File: src/rtl/cem_pkg.sv
package cem_pkg;
  localparam int NERR = 11;

  localparam int E_ADDR = 0;
  localparam int E_MODE = 1;
  localparam int E_DSZ  = 2;
  localparam int E_KSZ  = 3;
  localparam int E_CTX  = 4;
  localparam int E_ERD  = 5;
  localparam int E_IOVF = 6;
  localparam int E_OUNF = 7;
  localparam int E_ORES = 8;
  localparam int E_IRES = 9;
  localparam int E_INT  = 10;

  localparam int A_KEY_LO = 0;
  localparam int A_KEY_HI = 3;
  localparam int A_KSZ    = 4;
  localparam int A_DSZ    = 5;
  localparam int A_MODE   = 6;
  localparam int A_IV_LO  = 7;
  localparam int A_IV_HI  = 8;
  localparam int A_GO     = 9;
  localparam int A_MASK   = 10;
  localparam int A_CLR    = 11;
  localparam int A_LAST   = 11;

  typedef struct packed {
    logic ctx_w;
    logic ksz_w;
    logic dsz_w;
    logic mode_w;
    logic go_w;
    logic mask_w;
    logic clr_w;
    logic iv_r;
    logic bad;
  } acc_t;
endpackage

File: src/rtl/cem_decode.sv
module cem_decode
  import cem_pkg::*;
#(
  parameter int ADDR_W = 4
) (
  input  logic              wr,
  input  logic              rd,
  input  logic [ADDR_W-1:0] addr,
  output acc_t              acc
);
  int unsigned a;

  always_comb begin
    a          = int'(addr);
    acc        = '0;
    acc.ksz_w  = wr && (a == A_KSZ);
    acc.dsz_w  = wr && (a == A_DSZ);
    acc.mode_w = wr && (a == A_MODE);
    acc.go_w   = wr && (a == A_GO);
    acc.mask_w = wr && (a == A_MASK);
    acc.clr_w  = wr && (a == A_CLR);
    acc.ctx_w  = wr && (a <= A_IV_HI);
    acc.iv_r   = rd && (a >= A_IV_LO) && (a <= A_IV_HI);
    acc.bad    = (wr || rd) && (a > A_LAST);
  end
endmodule

File: src/rtl/cem_detect.sv
module cem_detect
  import cem_pkg::*;
#(
  parameter int DATA_W    = 32,
  parameter int BLK_BITS  = 128,
  parameter int MODE_BITS = 4
) (
  input  acc_t              acc,
  input  logic [DATA_W-1:0] wdata,
  input  logic              busy,
  input  logic              fault,
  input  logic              done,
  input  logic              in_push,
  input  logic              in_full,
  input  logic              in_empty,
  input  logic              out_pop,
  input  logic              out_empty,
  output logic [NERR-1:0]   ev
);
  localparam logic [DATA_W-1:0] KS16 = DATA_W'(16);
  localparam logic [DATA_W-1:0] KS24 = DATA_W'(24);
  localparam logic [DATA_W-1:0] KS32 = DATA_W'(32);
  localparam logic [DATA_W-1:0] DMAX = DATA_W'(BLK_BITS);

  logic ks_ok, ds_ok, mode_rsv;

  always_comb begin
    ks_ok    = (wdata == KS16) || (wdata == KS24) || (wdata == KS32);
    ds_ok    = (wdata != '0) && (wdata <= DMAX);
    mode_rsv = |(wdata >> MODE_BITS);
    ev         = '0;
    ev[E_ADDR] = acc.bad;
    ev[E_MODE] = acc.mode_w && mode_rsv;
    ev[E_DSZ]  = acc.dsz_w && !ds_ok;
    ev[E_KSZ]  = acc.ksz_w && !ks_ok;
    ev[E_CTX]  = busy && (acc.ctx_w || acc.go_w);
    ev[E_ERD]  = busy && acc.iv_r;
    ev[E_IOVF] = in_push && in_full;
    ev[E_OUNF] = out_pop && out_empty;
    ev[E_ORES] = acc.dsz_w && !out_empty;
    ev[E_IRES] = done && !in_empty;
    ev[E_INT]  = fault;
  end
endmodule

File: src/rtl/cem_sticky.sv
module cem_sticky
  import cem_pkg::*;
(
  input  logic            clk,
  input  logic            rst_q,
  input  logic [NERR-1:0] ev,
  input  logic            clr_w,
  input  logic            mask_w,
  input  logic [NERR-1:0] wbits,
  output logic [NERR-1:0] status,
  output logic            irq
);
  logic [NERR-1:0] mask_q, mask_d, stat_d;

  for (genvar i = 0; i < NERR; i++) begin : g_bit
    always_comb begin
      stat_d[i] = ev[i] || (status[i] && !(clr_w && wbits[i]));
    end


    hold_chk: assert property (@(posedge clk) disable iff (!rst_q)
      (status[i] && !(clr_w && wbits[i])) |=> status[i]);
  end

  always_comb begin
    mask_d = mask_w ? wbits : mask_q;
  end

  always_ff @(posedge clk or negedge rst_q) begin
    if (!rst_q) begin
      status <= '0;
      mask_q <= '0;
    end else begin
      status <= stat_d;
      if (mask_w) mask_q <= mask_d;
    end
  end

  assign irq = |(status & ~mask_q);


  irq_path_chk: assert property (@(posedge clk) disable iff (!rst_q)
    (!mask_w && (|(ev & ~mask_q))) |=> irq);
endmodule

File: src/rtl/cipher_err_mon.sv
module cipher_err_mon
  import cem_pkg::*;
#(
  parameter int ADDR_W    = 4,
  parameter int DATA_W    = 32,
  parameter int BLK_BITS  = 128,
  parameter int MODE_BITS = 4
) (
  input  logic              clk,
  input  logic              rst_n,
  input  logic              reg_wr,
  input  logic              reg_rd,
  input  logic [ADDR_W-1:0] reg_addr,
  input  logic [DATA_W-1:0] reg_wdata,
  input  logic              core_busy,
  input  logic              core_fault,
  input  logic              core_done,
  input  logic              ififo_push,
  input  logic              ififo_full,
  input  logic              ififo_empty,
  input  logic              ofifo_pop,
  input  logic              ofifo_empty,
  output logic [NERR-1:0]   err_status,
  output logic              err_irq,
  output logic              core_start
);
  logic rs1, rst_q;
  acc_t acc;
  logic [NERR-1:0] ev;
  logic start_d;

  always_ff @(posedge clk or negedge rst_n) begin
    if (!rst_n) begin
      rs1   <= 1'b0;
      rst_q <= 1'b0;
    end else begin
      rs1   <= 1'b1;
      rst_q <= rs1;
    end
  end

  cem_decode #(.ADDR_W(ADDR_W)) u_dec (
    .wr(reg_wr), .rd(reg_rd), .addr(reg_addr), .acc(acc)
  );

  cem_detect #(.DATA_W(DATA_W), .BLK_BITS(BLK_BITS), .MODE_BITS(MODE_BITS)) u_det (
    .acc(acc), .wdata(reg_wdata), .busy(core_busy), .fault(core_fault),
    .done(core_done), .in_push(ififo_push), .in_full(ififo_full),
    .in_empty(ififo_empty), .out_pop(ofifo_pop), .out_empty(ofifo_empty),
    .ev(ev)
  );

  cem_sticky u_stk (
    .clk(clk), .rst_q(rst_q), .ev(ev), .clr_w(acc.clr_w),
    .mask_w(acc.mask_w), .wbits(reg_wdata[NERR-1:0]),
    .status(err_status), .irq(err_irq)
  );

  always_comb begin
    start_d = acc.go_w && !core_busy;
  end

  always_ff @(posedge clk or negedge rst_q) begin
    if (!rst_q) core_start <= 1'b0;
    else        core_start <= start_d;
  end


  start_pulse_chk: assert property (@(posedge clk) disable iff (!rst_q)
    core_start |=> !core_start);

  busy_go_chk: assert property (@(posedge clk) disable iff (!rst_q)
    (reg_wr && (int'(reg_addr) == A_GO) && core_busy) |=> (!core_start && err_status[E_CTX]));

  ovf_chk: assert property (@(posedge clk) disable iff (!rst_q)
    (ififo_push && ififo_full) |=> err_status[E_IOVF]);

  ksz_chk: assert property (@(posedge clk) disable iff (!rst_q)
    (reg_wr && (int'(reg_addr) == A_KSZ) && (reg_wdata == DATA_W'(20))) |=> err_status[E_KSZ]);
endmodule

File: config.mk
export PLATFORM = sky130hd
export DESIGN_NAME = cipher_err_mon
export DESIGN_NICKNAME = d
export VERILOG_FILES = /design/src/rtl/cem_pkg.sv /design/src/rtl/cem_decode.sv /design/src/rtl/cem_detect.sv /design/src/rtl/cem_sticky.sv /design/src/rtl/cipher_err_mon.sv
export SDC_FILE = /design/constraint.sdc
export NUM_CORES = 1
export LEC_CHECK = 0
export BUFFER_PORTS_ARGS = -buffer_cell sky130_fd_sc_hd__clkbuf_2
export CAP_MARGIN = 20
export CELL_PAD_IN_SITES_DETAIL_PLACEMENT = 1
export CELL_PAD_IN_SITES_GLOBAL_PLACEMENT = 2
export CORE_AREA = 3 3 75 77
export CTS_CLUSTER_SIZE = 10
export DETAILED_ROUTE_END_ITERATION = 6
export DIE_AREA = 0 0 78 80
export GPL_TIMING_DRIVEN = 0
export PLACE_DENSITY = 0.79
export SYNTH_ARGS = -nofsm -noshare
export SYNTH_HDL_FRONTEND = slang
export SYNTH_HIERARCHICAL = 1
export SYNTH_SLANG_ARGS = --single-unit
File: constraint.sdc
create_clock -name clk -period 1.45 [get_ports clk]
set_clock_uncertainty 0.15 [all_clocks]
set_input_delay 0.29 -clock clk [delete_from_list [all_inputs] [get_ports clk]]
set_output_delay 0.29 -clock clk [all_outputs]
set_load 0.005 [all_outputs]
==> metrics.md <==
| Metric | Value |
|---|---|
| Net Count, Synth | `around 180` |
| Crit-path max cell delay | `410 ps` |
| Syn avg cell area | `9.94 µm²` |
| Combinational cell fraction of total power | `0.238` |
| # rows | `26` |
| WP data arrival | `1370 ps` |
| Dpl hpwl | `2960 µm` |
| Starting Density | `0.257` |
| Area Overhead vs Synth | `42.7%` |
| Max_cap viols | `0` |
| Worst-margin pin slew | `507 ps` |
| Global-route wire length before repair | `between 6000 and 7000 µm` |
| CTS Buffer Depth | `2` |
| Vias | `1,212` |
| Synth unique cells | `36` |
| Final worst path period share | `1.25` |
| Part of the power in registers | `0.522` |
| Fin. max-slew vios | `0` |
| DRT antenna net count | `0` |
| Final Wtd Congestion | `0.690` |
| Setup_tns | `-374 ps` |
| Switching part of the total | `0.278` |
| Final nets | `247` |
| Final hold slack | `59.1 ps` |
| Critical path fanouts, max | `3` |
| Port Buf Inserts | `59` |
| Post-synth EDFFs | `0` |
| Startpoint Class | `flip-flop` |
| Share of layout cells above drive strength 1 | `0.470` |
| Drt wl/cell | `13.5 µm` |
| Failing checks | `setup timing` |
| Post-synthesis async set-or-reset flop share | `1.00` |
| Largest net degree at the start of global routing | `24` |
| H-tree depth | `1` |
| Vias in the first global route | `approximately 1,300` |
| CTS clk-pin slew, worst paths | `80 ps` |
| Die H | `80 µm` |
| Worst-path cell chain | `nor2b_1 -> a2111oi_4 -> nand3_1 -> clkbuf_2` |
| Max-slew headroom | `0.662` |
| Sequential area share after synthesis | `0.480` |
| Max VDD drop | `about 0.00029 V` |
| Setup ws final | `-356 ps` |
| Worst hold path class | `flip-flop to asynchronous set/reset pin` |
| Top FF cell, synth | `dfrtp_1` |
| Drt first pass iters | `5` |
| Core area | `0.00507 mm²` |
| Ports | `between 60 and 70` |
| Clk root buf | `clkbuf_8` |
| Cells after Synth | `131` |
| Worst skew pair latency | `260 ps` |
| Net Sw Power | `roughly 0.48 mW` |
| Avg Vias per Cell | `approximately 4.5` |
| Synth warnings | `6` |
| Grt ovf | `0` |
| Netlist Area Pre-Place | `between 0.001 and 0.0015 mm²` |
| Placed Cells | `260` |
| RSZ-0062 raised after global routing | `true` |
| Commonest non-fill, non-tap cell in the layout | `clkbuf_2` |
| DR DRC count | `0` |
| CP Data Required Time | `around 1000 ps` |
| CTS Buf Count | `3` |
| Non-Filler Instances | `roughly 270` |
| Iter 0 DRT Violations | `44` |
| LEAKAGE | `~0.84 nW` |
| GR Util All Layers | `0.122` |
| DIE WIDTH | `between 70 and 80 µm` |
| Initial antenna violation count | `0` |
| CTS tree | `yes` |
| PwrDens | `919 mW/mm²` |
| Clock share of power | `0.240` |
| Status | `finished, violations left` |
| Internal power | `1.23 mW` |
| Synthesis-stage register bit count | `25` |
| Worst Setup End Kind | `primary output` |
| Final hold vios | `0` |
| Max Clock Freq | `554 MHz` |
| Ant diodes | `0` |
| Final setup viols | `2` |
| Setup CP Type | `flip-flop to primary output` |
| WL final | `3630 µm` |
| Commonest cells after routing, fill and taps aside | `clkbuf_2 (59), dfrtp_1 (25), nand2_1 (17)` |
| Clk sink count | `25` |
| Crit path max-delay cell type | `dfrtp_1` |
| Fin crit period | `roughly 1800 ps` |
| Power, Total | `1.71 mW` |
| Die area | `0.00624 mm²` |
[cell type report]
type / count / area [µm²]
fill: 621 / 3220
multi-input combinational: 93 / 704
sequential: 25 / 626
timing repair buffer: 63 / 335
tap: 70 / 87.6
clock buffer: 4 / 45.0
buffer: 5 / 30.0
inverter: 8 / 30.0
[cell families after synthesis]
family                 Yosys count  share of synthesized area
AOI/OAI and AO/OA               28                      0.165
buffers and inverters           13                     0.0461
DFF                             25                      0.480
muxes                            6                     0.0519
other                            1                    0.00288
and+or+nand+nor                 58                      0.254
[cells in the mapped netlist, types with 2 or more instances]
library cell   n  area (µm²)
dfrtp_1       25         626
nand2_1       17        63.8
a21o_1        10        75.1
nor2_1         9        33.8
inv_1          8        30.0
mux2_2         6        67.6
nor2b_1        6        37.5
o21ai_0        6        30.0
and2_1         4        25.0
nor4_1         4        25.0
buf_2          3        15.0
or4_1          3        22.5
a2111oi_1      2        20.0
a41oi_1        2        17.5
buf_4          2        15.0
nand2b_1       2        12.5
nand3b_1       2        15.0
nor2b_4        2        27.5
[power groups by stage]
| stage | clock network, mW | registers, mW | logic [mW] |
|---|---|---|---|
| 4_1_cts | 0.428 | 0.902 | 0.403 |
| 3_5_place_dp | 0 | 0.910 | 0.348 |
| 3_3_place_gp | 0 | 0.901 | 0.341 |
| 2_1_floorplan | 0 | 0.890 | 0.182 |
| 5_1_grt | 0.450 | 0.911 | 0.457 |
| 6_report | 0.410 | 0.891 | 0.407 |
[worst max-delay path: cells and delay by family (launching register included)]
family,cells,cell delay (ps)
AOI/OAI and AO/OA,1,270
buffers and inverters,1,140
DFF,1,410
and+or+nand+nor,2,280
[worst paths after layout]
check	from	endpoint	slack (ps)	cells after the start
worst max-delay path	u_stk/status[2]	err_irq	-360	4
worst min-delay path	rst_q	u_stk/status[2]	60	0
worst max register to register	u_stk/mask_q[10]	u_stk/mask_q[10]	510	1
worst min register to register	rst_q	u_stk/status[2]	60	0
max in group asynchronous	rst_q	u_stk/status[5]	630	1
min in group clk	core_fault	u_stk/status[10]	60	2
[stage by stage]
stage               utilization  worst slack, ps  area, µm²
floorplan                     -             -104       1340
CTS                       0.361             -387       1830
detailed placement        0.339             -294       1720
global placement          0.339             -309       1720
finish                    0.366             -356       1860
global route              0.366             -435       1860
[registers in the layout, indices dropped and copies added (netlist names)]
register	count
core_start	1
u_stk/status	11
u_stk/mask_q	11
rst_q	1
rs1	1
[layer usage]
| metal | vias up | wire [µm] | global-route usage | share of wire |
|---|---|---|---|---|
| met3 | 4 | 270 | 0.0248 | 0.074 |
| li1 | 591 | - | - | - |
| met1 | 567 | 1580 | 0.152 | 0.44 |
| met4 | 0 | 52 | 0.0472 | 0.014 |
| met2 | 50 | 1720 | 0.209 | 0.47 |
| met5 | - | 0 | 0 | 0 |
[what timing repair did]
action / CTS / global route
hold buffers: 1 / 0
pin swaps: 3 / 0
resized for setup: 7 / 3
setup endpoints to repair: 3 / 3
hold endpoints to repair: 2 / 0
buffers inserted: 2 / 0
No activity file was read; power rests on OpenSTA's default activity.
